`src/rtl/pcm_pkg.sv`:
```
package pcm_pkg;
  localparam int LIN_W  = 14;
  localparam int CODE_W = 8;
  localparam int MAG_W  = LIN_W - 1;
  localparam int SEG_W  = 3;
  localparam int STEP_W = 4;
  localparam logic [CODE_W-1:0] ADI_MASK = 8'h55;
  localparam logic [MAG_W:0]    MU_BIAS  = 14'd33;

  typedef struct packed {
    logic encLoad;
    logic decLoad;
    logic aLaw;
    logic signMag;
  } ctlStrobes_t;
endpackage

```
`src/rtl/pcm_ctrl.sv`:
```
module pcm_ctrl
  import pcm_pkg::*;
(
  input  logic        clk,
  input  logic        rstN,
  input  logic        cfgWrEn,
  input  logic        cfgALaw,
  input  logic        cfgSignMag,
  input  logic        encValid,
  input  logic        decValid,
  output ctlStrobes_t strobes,
  output logic        encOutValid,
  output logic        decOutValid
);
  logic aLawQ, signMagQ;

  always_ff @(posedge clk or negedge rstN) begin
    if (!rstN) begin
      aLawQ       <= 1'b0;
      signMagQ    <= 1'b0;
      encOutValid <= 1'b0;
      decOutValid <= 1'b0;
    end else begin
      if (cfgWrEn) begin
        aLawQ    <= cfgALaw;
        signMagQ <= cfgSignMag;
      end
      encOutValid <= encValid;
      decOutValid <= decValid;
    end
  end

  always_comb begin
    strobes.encLoad = encValid;
    strobes.decLoad = decValid;
    strobes.aLaw    = aLawQ;
    strobes.signMag = signMagQ;
  end
endmodule

```
`src/rtl/pcm_datapath.sv`:
```
module pcm_datapath
  import pcm_pkg::*;
(
  input  logic              clk,
  input  logic              rstN,
  input  ctlStrobes_t       strobes,
  input  logic [LIN_W-1:0]  encLinear,
  input  logic [CODE_W-1:0] decByte,
  output logic [CODE_W-1:0] encByte,
  output logic [LIN_W-1:0]  decLinear
);
  // ---------------- encode ----------------
  logic              encNeg;
  logic [MAG_W-1:0]  encMag, muClip;
  logic [MAG_W:0]    muBiased;
  logic [MAG_W-2:0]  aMag, aShift;
  logic [MAG_W-1:0]  muShift;
  logic [SEG_W-1:0]  muSeg, aSeg, encSeg;
  logic [STEP_W-1:0] muStep, aStep, encStep;
  logic [CODE_W-1:0] encRaw, encNext;

  always_comb begin
    encNeg   = encLinear[LIN_W-1];
    encMag   = encNeg ? ~encLinear[MAG_W-1:0] : encLinear[MAG_W-1:0];
    muBiased = {1'b0, encMag} + MU_BIAS;
    muClip   = muBiased[MAG_W] ? {MAG_W{1'b1}} : muBiased[MAG_W-1:0];
    muSeg    = '0;
    for (int i = 0; i < 8; i++)
      if (muClip[i+5]) muSeg = SEG_W'(i);
    muShift  = muClip >> (4'(muSeg) + 4'd1);
    muStep   = muShift[STEP_W-1:0];

    aMag     = encMag[MAG_W-1:1];
    aSeg     = '0;
    for (int i = 1; i < 8; i++)
      if (aMag[i+4]) aSeg = SEG_W'(i);
    aShift   = aMag >> aSeg;
    aStep    = (aSeg == '0) ? aMag[4:1] : aShift[STEP_W-1:0];

    encSeg   = strobes.aLaw ? aSeg  : muSeg;
    encStep  = strobes.aLaw ? aStep : muStep;
    encRaw   = {~encNeg, encSeg, encStep};
    if (strobes.signMag)   encNext = encRaw;
    else if (strobes.aLaw) encNext = encRaw ^ ADI_MASK;
    else                   encNext = {encRaw[7], ~encRaw[6:0]};
  end

  // ---------------- decode ----------------
  logic [CODE_W-1:0] decRaw;
  logic [SEG_W-1:0]  decSeg;
  logic [STEP_W-1:0] decStep;
  logic [MAG_W:0]    muRecon;
  logic [MAG_W-1:0]  aRecon, decMag;
  logic [LIN_W-1:0]  decNext;

  always_comb begin
    if (strobes.signMag)   decRaw = decByte;
    else if (strobes.aLaw) decRaw = decByte ^ ADI_MASK;
    else                   decRaw = {decByte[7], ~decByte[6:0]};
    decSeg  = decRaw[6:4];
    decStep = decRaw[3:0];

    muRecon = (({9'd0, decStep, 1'b0} + MU_BIAS) << decSeg) - MU_BIAS;
    if (decSeg == '0)
      aRecon = {8'd0, decStep, 1'b1};
    else
      aRecon = ({8'd0, 1'b1, decStep} << decSeg) + (13'd1 << (decSeg - 3'd1));

    decMag  = strobes.aLaw ? {aRecon[MAG_W-2:0], 1'b0} : muRecon[MAG_W-1:0];
    decNext = decRaw[7] ? {1'b0, decMag} : ~{1'b0, decMag};
  end

  always_ff @(posedge clk or negedge rstN) begin
    if (!rstN) begin
      encByte   <= '0;
      decLinear <= '0;
    end else begin
      if (strobes.encLoad) encByte   <= encNext;
      if (strobes.decLoad) decLinear <= decNext;
    end
  end
endmodule

```
`src/rtl/pcm_compander.sv`:
```
module pcm_compander
  import pcm_pkg::*;
(
  input  logic        clk,
  input  logic        rstN,
  input  logic        cfgWrEn,
  input  logic        cfgALaw,
  input  logic        cfgSignMag,
  input  logic        encValid,
  input  logic [13:0] encLinear,
  output logic        encOutValid,
  output logic [7:0]  encByte,
  input  logic        decValid,
  input  logic [7:0]  decByte,
  output logic        decOutValid,
  output logic [13:0] decLinear
);
  ctlStrobes_t strobes;

  pcm_ctrl u_ctrl (
    .clk(clk), .rstN(rstN), .cfgWrEn(cfgWrEn), .cfgALaw(cfgALaw),
    .cfgSignMag(cfgSignMag), .encValid(encValid), .decValid(decValid),
    .strobes(strobes), .encOutValid(encOutValid), .decOutValid(decOutValid)
  );

  pcm_datapath u_dp (
    .clk(clk), .rstN(rstN), .strobes(strobes), .encLinear(encLinear),
    .decByte(decByte), .encByte(encByte), .decLinear(decLinear)
  );
endmodule

```
`config.mk`:
```
export PLATFORM = sky130hd
export DESIGN_NAME = pcm_compander
export DESIGN_NICKNAME = d
export VERILOG_FILES = /design/src/rtl/pcm_pkg.sv /design/src/rtl/pcm_ctrl.sv /design/src/rtl/pcm_datapath.sv /design/src/rtl/pcm_compander.sv
export SDC_FILE = /design/constraint.sdc
export NUM_CORES = 1
export LEC_CHECK = 0
export BUFFER_PORTS_ARGS = -buffer_cell sky130_fd_sc_hd__buf_4
export CORE_MARGIN = 4
export CORE_UTILIZATION = 35
export DETAILED_ROUTE_END_ITERATION = 6
export GPL_ROUTABILITY_DRIVEN = 0
export MAX_ROUTING_LAYER = met4
export SKIP_CTS_REPAIR_TIMING = 1
export SKIP_LAST_GASP = 1
export SYNTH_ARGS = -nofsm -noshare
export SYNTH_HDL_FRONTEND = slang
export SYNTH_SLANG_ARGS = --single-unit
```
`constraint.sdc`:
```
create_clock -name clk -period 8.4 [get_ports clk]
set_input_delay 1.68 -clock clk [delete_from_list [all_inputs] [get_ports clk]]
set_output_delay 1.68 -clock clk [all_outputs]
set_load 0.02 [all_outputs]
```
==> qor.yml <==
status: "completed"
min_path_type: "flip-flop to flip-flop"
syn_avg_cell_area_sq_um: 7.22
final_cell_mix: "buf_4 (55), nand2_1 (54), nor2_1 (52), a21oi_1 (45), o21ai_0 (40)"
ys_async_sr_fraction_pct: 100
synth.cell_area_sq_mm: 0.00430
grt_pass1_vias: 4314
dp_slack_ns: 2.19
antenna_found_initial: 0
first_pass_iters: 6
cts_max_level: 1
synth_nets: 636
fp.dieArea_sq_mm: 0.0141
p_per_area_mw_per_mm2: 156
critical_path_class: "input port to flip-flop"
num_rows: 40
grt_pass1_wl_um: 21400
clock-sinks: 26
synth_edf_count: 0
timing.fmax_mhz: 166
grt-ovfl-total: 0
drv_cap: 0
grt_max_degree: 48
fin_crit_ns: 6.02
rsz0062_at_grt: "no"
worst_setup_path_end_kind: "flip-flop"
numCtsBuffers: 3
initial_core_util_pct: 35.8
drt-vias-per-instance: 6.11
routedWlPerCell_um: 17.2
critPathTopFamily: "compound AO/OA/AOI/OAI gates"
maxSlewHeadroom_pct: 31.3
crit_path_cell_trace: "buf_4, xnor2_1, nand2b_1, nor2_1, inv_1, a21oi_1, ha_1, inv_1, fa_1, nor2b_1, o21ai_0, a21boi_0, o21ai_0, a21boi_0, o21a_1, o2111ai_1, xor2_1, or3_1, a31o_2"
ant_nets: 0
p_leak_nw: 1.93
cts_buffer_depth: 2
synthToLayoutAreaGrowth_pct: 11.5
n_antenna_cell: 0
final_common_cell: "buf_4"
ys_ff_latch: 26
ys.flop_type: "dfrtp_1"
path_clk_slew_ns: 0.06
required_ns: 8.55
io_buffers: 52
clock-skew-final_ns: 0.00449
cpPeakStageDelay_ns: 0.56
fin_ws_ns: 2.38
fin_setup_tns_ns: 0
finalNetCount: 654
drc: 0
synth.distinct_cells: 78
routed_wl_um: 13000
slowest_stage: "xnor2_1"
setup_violations: 0
path_buf_inv: 3
pin_count: 53
yosysSeqAreaShare_pct: 15.1
coreArea_sq_mm: 0.0120
slew_violations: 0
layout-drive-gt1-share_pct: 14.4
cts_tree: "built"
cp_max_fo: 17
hold_viol: 0
cts_root_buf: "clkbuf_16"
dp_hpwl_um: 10000
vdd_drop_max_mv: 0.0574
ys_warn_count: 0
via_count: 4628
dr.first_iter.drc_count: 383
die_x_um: 119
tightest_slew_ns: 1.00
die_y_um: 119
clk_latency_ns: 0.25
syn_inst: 595
track_usage_pct: 18.0
cp.arrival_ns: 6.17
finalCritPeriodShare_pct: 71.7
start_kind: "input port"
-- metal layers --
layer	track usage [%]	share of wire, %	vias to the layer above	routed length (um)
met2	30.0	47	161	6110
li1	-	-	2244	-
met3	1.52	4.5	16	586
met1	24.4	48	2207	6190
met4	3.19	1.0	0	133
met5	-	0	-	0
-- sequential cells by signal, summed over array words and instances (netlist names) --
name / cells
u_dp.decLinear: 14
u_dp.encByte: 8
u_ctrl.aLawQ: 1
u_ctrl.decOutValid: 1
u_ctrl.encOutValid: 1
u_ctrl.signMagQ: 1
-- worst paths after layout --
check	start	to	slack, ns	cells after the start
worst min register to register	u_dp.decLinear[0]	u_dp.decLinear[0]	0.51	1
worst max-delay path	decByte[5]	u_dp.decLinear[11]	2.38	19
min in group asynchronous	rstN	u_dp.decLinear[5]	1.33	1
worst max register to register	u_ctrl.signMagQ	u_dp.decLinear[11]	3.10	20
worst min-delay path	u_dp.decLinear[0]	u_dp.decLinear[0]	0.51	1
max in group asynchronous	rstN	u_dp.decLinear[2]	6.82	1
-- cells in the mapped netlist, types with 6 or more instances --
| library cell | number | share of area (%) |
|---|---|---|
| nand2_1 | 54 | 4.7 |
| nor2_1 | 52 | 4.5 |
| a21oi_1 | 45 | 5.2 |
| o21ai_0 | 40 | 4.7 |
| xnor2_1 | 36 | 7.3 |
| clkbuf_1 | 32 | 2.8 |
| dfrtp_1 | 26 | 15 |
| inv_1 | 24 | 2.1 |
| nor3_1 | 18 | 2.1 |
| nand3_1 | 14 | 1.6 |
| nand2b_1 | 13 | 1.9 |
| xor2_1 | 13 | 2.6 |
| mux2_2 | 12 | 3.1 |
| and2_1 | 11 | 1.6 |
| ha_1 | 11 | 3.2 |
| a21o_1 | 10 | 1.7 |
| a31oi_1 | 10 | 1.5 |
| and3_1 | 9 | 1.3 |
| mux2i_1 | 9 | 2.1 |
| nor2b_1 | 9 | 1.3 |
| o211ai_1 | 9 | 1.6 |
| a211oi_1 | 8 | 1.4 |
| o31ai_1 | 8 | 1.4 |
| a211o_1 | 7 | 1.4 |
| o22ai_1 | 6 | 0.87 |
-- cells by family (layout without fill, tap and decap cells) --
| logic type | Yosys count | after routing | share of synthesized area (%) |
|---|---|---|---|
| AO/OA/AOI/OAI | 210 | 210 | 34.6 |
| AND/OR/NAND/NOR | 206 | 206 | 23.7 |
| buffers and inverters | 68 | 84 | 6.43 |
| XOR/XNOR | 49 | 49 | 9.99 |
| flip-flops | 26 | 26 | 15.1 |
| multiplexers | 24 | 24 | 6.55 |
| adder cells (fa/ha/maj) | 12 | 12 | 3.67 |
-- worst register-to-register path, cell delays in order (launching register included) --
cell and delay [ns]:
dfrtp_1 0.32, buf_4 0.33, nor2_1 0.21, xnor2_1 0.57, nand2b_1 0.22, nor2_1 0.41, inv_1 0.26, a21oi_1 0.23
ha_1 0.20, inv_1 0.06, fa_1 0.41, nor2b_1 0.13, o21ai_0 0.11, a21boi_0 0.25, o21ai_0 0.14, a21boi_0 0.27
o21a_1 0.20, o2111ai_1 0.13, xor2_1 0.19, or3_1 0.33, a31o_2 0.25
-- layout make-up --
class | count | area [sq um]
Fill cell | 1267 | 7220
Multi-Input combinational cell | 501 | 3370
Sequential cell | 26 | 651
Timing Repair Buffer | 55 | 413
Tap cell | 147 | 184
Inverter | 26 | 97.6
Clock buffer | 3 | 75.1
-- power breakdown --
group	internal (W)	leakage (nW)	total, W	switching (W)
Sequential	0.000155	0.302	0.000173	0.0000183
Combinational	0.000192	1.59	0.000471	0.000279
Clock	0.0000630	0.0370	0.000103	0.0000402
-- through the flow --
step | instance area [sq um] | power [W] | instances | hold WS (ns) | utilization, %
after global routing | 4790 | 0.000800 | 758 | 0.534 | 39.9
after CTS | 4790 | 0.000748 | 758 | 0.517 | 39.9
after global placement | 4720 | 0.000637 | 755 | 0.494 | 39.3
after detailed placement | 4720 | 0.000642 | 755 | 0.502 | 39.3
after floorplan | 4300 | 0.000504 | 595 | 0.623 | -
final | 4790 | 0.000747 | 758 | 0.509 | 39.9
Power figures use the tool's default switching activity.
